--- src/rtl/irq_rt_pkg.sv ---
package irq_rt_pkg;

  // Width of the processor index field carried by the decoder
  localparam int CPU_IDX_W = 6;

  // Only full-width (eight byte) accesses are legal
  localparam logic [1:0] SIZE_FULL = 2'd3;

  typedef enum logic [1:0] {
    SRC_ZERO = 2'd0,
    SRC_MASK = 2'd1,
    SRC_PEND = 2'd2,
    SRC_RAW  = 2'd3
  } rd_src_e;

  typedef struct packed {
    logic                 mask_we;
    logic                 err;
    rd_src_e              src;
    logic [CPU_IDX_W-1:0] cpu;
  } dec_t;

endpackage

--- src/rtl/irq_rt_decode.sv ---
module irq_rt_decode
  import irq_rt_pkg::*;
#(
  parameter int NCPU         = 4,
  parameter int AW           = 16,
  parameter int ALT_MASK_BIT = 15,
  parameter int ALT_PEND_BIT = 14
) (
  input  logic          valid_i,
  input  logic          write_i,
  input  logic [1:0]    size_i,
  input  logic [AW-1:0] addr_i,
  output dec_t          dec_o
);

  localparam int RW = AW - 6;

  logic [RW-1:0]        regnum;
  logic [CPU_IDX_W-1:0] alt_cpu;
  logic                 alt_ok;

  assign regnum  = addr_i[AW-1:6];
  assign alt_cpu = addr_i[9:4];
  assign alt_ok  = int'(alt_cpu) < NCPU;

  always_comb begin
    dec_o = '0;
    if (valid_i) begin
      if (size_i != SIZE_FULL) begin
        dec_o.err = 1'b1;
      end else if (addr_i[ALT_MASK_BIT]) begin
        // alternate mask window has priority over the pending window
        if (!alt_ok) begin
          dec_o.err = write_i;
        end else if (write_i) begin
          dec_o.mask_we = 1'b1;
          dec_o.cpu     = alt_cpu;
        end else begin
          dec_o.src = SRC_MASK;
          dec_o.cpu = alt_cpu;
        end
      end else if (addr_i[ALT_PEND_BIT]) begin
        if (write_i) begin
          dec_o.err = 1'b1;
        end else if (alt_ok) begin
          dec_o.src = SRC_PEND;
          dec_o.cpu = alt_cpu;
        end
      end else if (int'(regnum) < NCPU) begin
        if (write_i) begin
          dec_o.mask_we = 1'b1;
        end else begin
          dec_o.src = SRC_MASK;
        end
        dec_o.cpu = CPU_IDX_W'(regnum);
      end else if (int'(regnum) < 2 * NCPU) begin
        if (write_i) begin
          dec_o.err = 1'b1;
        end else begin
          dec_o.src = SRC_PEND;
          dec_o.cpu = CPU_IDX_W'(int'(regnum) - NCPU);
        end
      end else if (int'(regnum) == 2 * NCPU) begin
        if (write_i) begin
          dec_o.err = 1'b1;
        end else begin
          dec_o.src = SRC_RAW;
        end
      end else begin
        // unused register numbers: reads give zero, writes are refused
        dec_o.err = write_i;
      end
    end
  end

endmodule

--- src/rtl/irq_rt_raw.sv ---
module irq_rt_raw #(
  parameter int NLINE = 64
) (
  input  logic             clk_i,
  input  logic             rst_ni,
  input  logic [NLINE-1:0] set_i,
  input  logic [NLINE-1:0] clr_i,
  output logic [NLINE-1:0] raw_o,
  output logic [NLINE-1:0] raw_next_o
);

  logic [NLINE-1:0] raw_q;
  logic             raw_en;

  // set has priority over clear on the same line
  always_comb begin
    raw_next_o = (raw_q & ~clr_i) | set_i;
    raw_en     = |(set_i | clr_i);
  end

  always_ff @(posedge clk_i or negedge rst_ni) begin
    if (!rst_ni) begin
      raw_q <= '0;
    end else if (raw_en) begin
      raw_q <= raw_next_o;
    end
  end

  assign raw_o = raw_q;

endmodule

--- src/rtl/irq_rt_cpu_slice.sv ---
module irq_rt_cpu_slice #(
  parameter int NLINE = 64
) (
  input  logic             clk_i,
  input  logic             rst_ni,
  input  logic             mask_we_i,
  input  logic [NLINE-1:0] wdata_i,
  input  logic [NLINE-1:0] raw_next_i,
  output logic [NLINE-1:0] mask_o,
  output logic [NLINE-1:0] pend_o,
  output logic [NLINE-1:0] post_o,
  output logic [NLINE-1:0] clr_o,
  output logic             irq_o
);

  logic [NLINE-1:0] mask_q, pend_q, post_q, clr_q;
  logic             irq_q;
  logic [NLINE-1:0] mask_next, pend_next, post_next, clr_next;
  logic             irq_next;

  always_comb begin
    mask_next = mask_we_i ? wdata_i : mask_q;
    pend_next = mask_next & raw_next_i;
    post_next = pend_next & ~pend_q;
    clr_next  = pend_q & ~pend_next;
    irq_next  = |pend_next;
  end

  always_ff @(posedge clk_i or negedge rst_ni) begin
    if (!rst_ni) begin
      mask_q <= '0;
    end else if (mask_we_i) begin
      mask_q <= mask_next;
    end
  end

  always_ff @(posedge clk_i or negedge rst_ni) begin
    if (!rst_ni) begin
      pend_q <= '0;
      post_q <= '0;
      clr_q  <= '0;
      irq_q  <= 1'b0;
    end else begin
      pend_q <= pend_next;
      post_q <= post_next;
      clr_q  <= clr_next;
      irq_q  <= irq_next;
    end
  end

  assign mask_o = mask_q;
  assign pend_o = pend_q;
  assign post_o = post_q;
  assign clr_o  = clr_q;
  assign irq_o  = irq_q;

endmodule

--- src/rtl/irq_router.sv ---
module irq_router
  import irq_rt_pkg::*;
#(
  parameter int NCPU         = 4,
  parameter int NLINE        = 64,
  parameter int AW           = 16,
  parameter int ALT_MASK_BIT = 15,
  parameter int ALT_PEND_BIT = 14
) (
  input  logic                  clk_i,
  input  logic                  rst_ni,
  input  logic                  req_valid_i,
  input  logic                  req_write_i,
  input  logic [1:0]            req_size_i,
  input  logic [AW-1:0]         req_addr_i,
  input  logic [NLINE-1:0]      req_wdata_i,
  output logic                  rsp_valid_o,
  output logic [NLINE-1:0]      rsp_rdata_o,
  input  logic [NLINE-1:0]      dev_set_i,
  input  logic [NLINE-1:0]      dev_clr_i,
  output logic [NCPU-1:0]       irq_o,
  output logic [NCPU*NLINE-1:0] post_o,
  output logic [NCPU*NLINE-1:0] clear_o,
  output logic                  err_o
);

  localparam int SW = (NCPU > 1) ? $clog2(NCPU) : 1;

  dec_t                        dec;
  logic [NLINE-1:0]            raw_q, raw_next;
  logic [NCPU-1:0][NLINE-1:0]  mask_all, pend_all, post_all, clr_all;
  logic [NLINE-1:0]            rd_mux;
  logic                        rsp_valid_q, rsp_valid_next, rd_en;
  logic [NLINE-1:0]            rdata_q;
  logic                        err_q, err_next;

  irq_rt_decode #(
    .NCPU(NCPU), .AW(AW), .ALT_MASK_BIT(ALT_MASK_BIT), .ALT_PEND_BIT(ALT_PEND_BIT)
  ) u_dec (
    .valid_i(req_valid_i),
    .write_i(req_write_i),
    .size_i (req_size_i),
    .addr_i (req_addr_i),
    .dec_o  (dec)
  );

  irq_rt_raw #(.NLINE(NLINE)) u_raw (
    .clk_i     (clk_i),
    .rst_ni    (rst_ni),
    .set_i     (dev_set_i),
    .clr_i     (dev_clr_i),
    .raw_o     (raw_q),
    .raw_next_o(raw_next)
  );

  for (genvar c = 0; c < NCPU; c++) begin : g_cpu
    logic we_c;
    assign we_c = dec.mask_we && (dec.cpu == CPU_IDX_W'(c));

    irq_rt_cpu_slice #(.NLINE(NLINE)) u_slice (
      .clk_i     (clk_i),
      .rst_ni    (rst_ni),
      .mask_we_i (we_c),
      .wdata_i   (req_wdata_i),
      .raw_next_i(raw_next),
      .mask_o    (mask_all[c]),
      .pend_o    (pend_all[c]),
      .post_o    (post_all[c]),
      .clr_o     (clr_all[c]),
      .irq_o     (irq_o[c])
    );
  end

  always_comb begin
    unique case (dec.src)
      SRC_MASK: rd_mux = mask_all[dec.cpu[SW-1:0]];
      SRC_PEND: rd_mux = pend_all[dec.cpu[SW-1:0]];
      SRC_RAW:  rd_mux = raw_q;
      default:  rd_mux = '0;
    endcase
    rd_en          = req_valid_i && !req_write_i;
    rsp_valid_next = rd_en;
    err_next       = err_q | dec.err;
  end

  always_ff @(posedge clk_i or negedge rst_ni) begin
    if (!rst_ni) begin
      rsp_valid_q <= 1'b0;
      err_q       <= 1'b0;
    end else begin
      rsp_valid_q <= rsp_valid_next;
      err_q       <= err_next;
    end
  end

  always_ff @(posedge clk_i or negedge rst_ni) begin
    if (!rst_ni) begin
      rdata_q <= '0;
    end else if (rd_en) begin
      rdata_q <= rd_mux;
    end
  end

  assign rsp_valid_o = rsp_valid_q;
  assign rsp_rdata_o = rdata_q;
  assign post_o      = post_all;
  assign clear_o     = clr_all;
  assign err_o       = err_q;

endmodule

--- config.mk ---
export PLATFORM = sky130hd
export DESIGN_NAME = irq_router
export DESIGN_NICKNAME = d
export VERILOG_FILES = /design/src/rtl/irq_rt_pkg.sv /design/src/rtl/irq_rt_decode.sv /design/src/rtl/irq_rt_raw.sv /design/src/rtl/irq_rt_cpu_slice.sv /design/src/rtl/irq_router.sv
export SDC_FILE = /design/constraint.sdc
export NUM_CORES = 2
export LEC_CHECK = 0
export ABC_AREA = 1
export BUFFER_PORTS_ARGS = -buffer_cell sky130_fd_sc_hd__buf_2
export CAP_MARGIN = 20
export CORE_ASPECT_RATIO = 0.6
export CORE_UTILIZATION = 45
export CTS_CLUSTER_DIAMETER = 40
export CTS_CLUSTER_SIZE = 24
export DETAILED_ROUTE_END_ITERATION = 6
export GPL_TIMING_DRIVEN = 0
export PLACE_DENSITY = 0.67
export SLEW_MARGIN = 15
export SYNTH_ARGS = -nofsm -noshare
export SYNTH_HDL_FRONTEND = slang
export SYNTH_SLANG_ARGS = --single-unit
--- constraint.sdc ---
create_clock -name clk_i -period 3.65 [get_ports clk_i]
set_clock_uncertainty 0.1 [all_clocks]
set_input_delay 0 -clock clk_i [delete_from_list [all_inputs] [get_ports clk_i]]
set_output_delay 0 -clock clk_i [all_outputs]
set_load 0.1 [all_outputs]
==> results by group <==
Outcome
  – Status: finished, violations left
  – Failing checks: DRC, hold timing, setup timing

Setup path
  – Most common cell on crit path: nand2_1
  – Critical path's slowest cell: dlygate4sd3_1
  – Crit Path Max Fanout: 10
  – Req. time, crit path: 4.18 ns
  – Reg2reg end: g_cpu[3].u_slice.irq_o$_DFF_PN0_
  – Cell Chain, Critical Path: dlygate4sd3_1 > buf_2 > nand2_1 > nor2_4 > dlygate4sd3_1 > nand2_4 > buf_4 > nand3_2 > clkbuf_4 > nand2_1 > nand2_1 > nand2_1 > nand2_1 > inv_1 > nand2_1 > nor2_1 > nand2_1 > nor2_1 > nand2_1
  – R2r setup slk: 0.86 ns
  – Critical Path Sink Type: register
  – Crit Path Category: in -> reg
  – Crit start category: input port
  – Worst r2r src: u_raw.raw_o[23]$_DFFE_PN0P_
  – Worst-case reg-to-reg path depth: 11
  – Crit path largest cell delay: 0.61 ns
  – Critical Path AT: 4.26 ns

Yosys
  – Post-synthesis area per instance: 9.698 um^2
  – #FFs+latches synth: 1158
  – Post-synthesis cell count: 4488
  – Seq/Total Area, Yosys: 66.57%
  – Leading area contributor after synthesis: dfrtp_1
  – Most used flip-flop cell after synthesis: dfrtp_1
  – Top cell type's share of synthesized area: 66.57%
  – Synth top area cells: dfrtp_1 67%, nand2_1 9.2%, inv_1 6.3%, nor2_1 4.9%, a22oi_1 3.8%
  – Mapped Area: 0.04353 mm^2
  – Async SR Flop Fraction: 100.0%
  – Post-Syn Nets: 4704
  – Post-synth cell types: 29
  – Number of synthesized flops with an enable pin: 0
  – Synth warn: 0
  – Top cells by count, synth: 1158 x dfrtp_1, 1070 x nand2_1, 735 x inv_1, 566 x nor2_1, 272 x nand3_1
  – Top-count cell post-synth: dfrtp_1

Placed design
  – Routability cong.: 0.9653
  – Placed Instances: 6595
  – Post-DP Area: 0.04969 mm^2
  – Post-DP HPWL: 139.5 mm
  – Port Buffers: 791

Power
  – Pwr dens: 497.3 mW/mm^2
  – Maximum VDD drop: 0.4507 mV
  – Static Leak: 33.64 nW

Finish
  – Multi-input logic area: 0.01102 mm^2
  – FF+latch area: 0.02898 mm^2
  – Non-Filler Instances: 7086
  – Area Growth Syn to Fin: 29.90%
  – Layout cell share with drive strength beyond 1: 20.47%
  – Fin util: 59.57%
  – Final nets: 5895
  – Filler instances: 8106
  – Final instance area: 0.05654 mm^2

Global routing
  – Vias in the first global route: 37580
  – Initial antenna violation count: 17
  – Largest net degree at the start of global routing: 148
  – GRT overflow: 0
  – Global router's overall resource usage: 38.96%
  – First-pass GRT wire length: 267.0 mm

Floorplanning
  – Core Region: 0.09492 mm^2
  – Top-level I/O count: 796
  – # rows: 87
  – Die ar.: 0.09801 mm^2
  – Die Y: 242.9 um
  – Die extent in x: 403.5 um
  – Initial Utilization: 45.86%

Timing
  – Final Hold Fails: 2
  – Slew HR: 15.76%
  – Fmax: 268.3 MHz
  – Slew Viols, Final: 0
  – Endpoints failing setup: 1
  – Min Clock Period, post-route: 3.727 ns
  – Worst hold slack: -0.04823 ns
  – Worst slew pin tran: 1.264 ns
  – Tcrit/Tclk final: 102.1%
  – Setup WS post-layout: -0.07686 ns
  – RSZ-0062 raised after global routing: false

Hold path
  – Worst Hold Class: in -> reg
  – Hold path start: req_size_i[0]
  – Hold Crit Depth: 6
  – Hold Path Sink: g_cpu[0].u_slice.mask_o[52]$_DFFE_PN0P_

Clock network
  – CTS tree: built
  – # clock sinks: 1158
  – Htree depth: 3
  – Clk_lat worst skew: 0.76 ns
  – Clk slew on worst S/H paths: 0.07 ns
  – CTS max path bufs: 3
  – Setup bufs post-CTS: 0
  – CTS Root Cell: clkbuf_16
  – CTS Buf Count: 118

Routing
  – Routed via count: 38390
  – Drt wl/cell: 27.16 um
  – Drt total wl: 192.5 mm
  – Initial DRC count: 4759
  – Detail Route Antenna Nets: 0
  – Vias per cell: 5.418
  – Drc violations: 4
  – Pre-Repair DR Iteration Count: 7

Run
  – Max-Cap Viols: 0
==> what timing repair did <==
| item | CTS | global route |
|---|---|---|
| hold buffers | 253 | 0 |
| endpoints found under the hold margin | 1463 | 0 |
| gates resized for setup | 0 | 10 |
| setup endpoints to repair | 0 | 18 |
==> cells in the final DEF, fill, tap and decap left out, drive strengths merged <==
cell type / count
dfrtp: 1158
ha: 2
nand2: 1081
bufinv: 10
nor3: 1
clkbuf: 196
dlygate4sd3: 253
a22oi: 222
o211ai: 1
a21o: 1
clkinv: 26
nor2: 573
nand4: 59
diode: 13
clkinvlp: 16
o21ai: 67
buf: 917
o221ai: 48
a21oi: 97
nand3: 273
inv: 782
==> layout make-up <==
cell class                 count  share of cell area (%)
antenna                       13                 0.05754
buffer                       159                   1.388
clock buffer                 136                   5.541
clock inverter                88                   2.000
inverter                     746                   4.953
multi-input combinational   2425                   19.48
sequential                  1158                   51.25
tap                         1290                   2.855
timing repair buffer        1071                   12.47
==> worst max-delay path: cells and delay by family <==
family                 cells  cell delay [ns]
buffers and inverters      6             2.07
AND/OR/NAND/NOR           13             2.17
==> kinds of logic (layout without fill, tap and decap cells) <==
group | count (synthesis) | count (layout) | share of synthesized area (%)
flops | 1158 | 1158 | 66.57
compound gates | 436 | 436 | 6.724
buf+inv | 905 | 2200 | 8.144
other cells | 0 | 13 | 0
simple gates | 1987 | 1987 | 18.50
fa+ha+maj | 2 | 2 | 0.05748
==> power by group <==
part	switching (mW)	total (mW)	internal, mW
clock network	6.02	13.2	7.18
logic	1.32	1.81	0.495
registers	0.104	13.1	13.0
==> state kept, by name (all words and copies together), names as in the netlist <==
register / flops
u_raw.raw_o: 64
err_o: 1
g_cpu.u_slice.post_o: 256
g_cpu.u_slice.pend_o: 256
g_cpu.u_slice.irq_o: 4
g_cpu.u_slice.mask_o: 256
rsp_rdata_o: 64
rsp_valid_o: 1
g_cpu.u_slice.clr_o: 256
==> through the flow <==
step	setup WS (ns)	total power, mW	setup TNS (ns)
after floorplan	1.563	14.13	0
after global placement	-22.46	14.86	-
after detailed placement	-0.3787	14.89	-7.265
after CTS	0.05355	28.09	0
after global routing	0.005202	28.83	0
final	-0.07686	28.12	-0.07686
==> per-layer routing <==
| layer | GRT usage (%) | vias to the layer above | routed length [um] |
|---|---|---|---|
| li1 | - | 16390 | - |
| met1 | 54.16 | 19000 | 78200 |
| met2 | 56.30 | 2518 | 81660 |
| met3 | 13.65 | 476 | 23980 |
| met4 | 14.40 | 4 | 8604 |
| met5 | 0 | - | 26 |
==> worst max-delay path by stage <==
stage                             start  cells after the start                                     to
after floorplan           req_addr_i[8]                     23       g_cpu[3].u_slice.irq_o$_DFF_PN0_
after global placement           rst_ni                      1  g_cpu[0].u_slice.post_o[59]$_DFF_PN0_
after detailed placement  req_addr_i[8]                     17            rsp_rdata_o[33]$_DFFE_PN0P_
after CTS                   req_write_i                     13            rsp_rdata_o[60]$_DFFE_PN0P_
after global routing        req_valid_i                     19       g_cpu[0].u_slice.irq_o$_DFF_PN0_
final                     req_size_i[1]                     19       g_cpu[0].u_slice.irq_o$_DFF_PN0_
(Power assumes the default switching activity.)
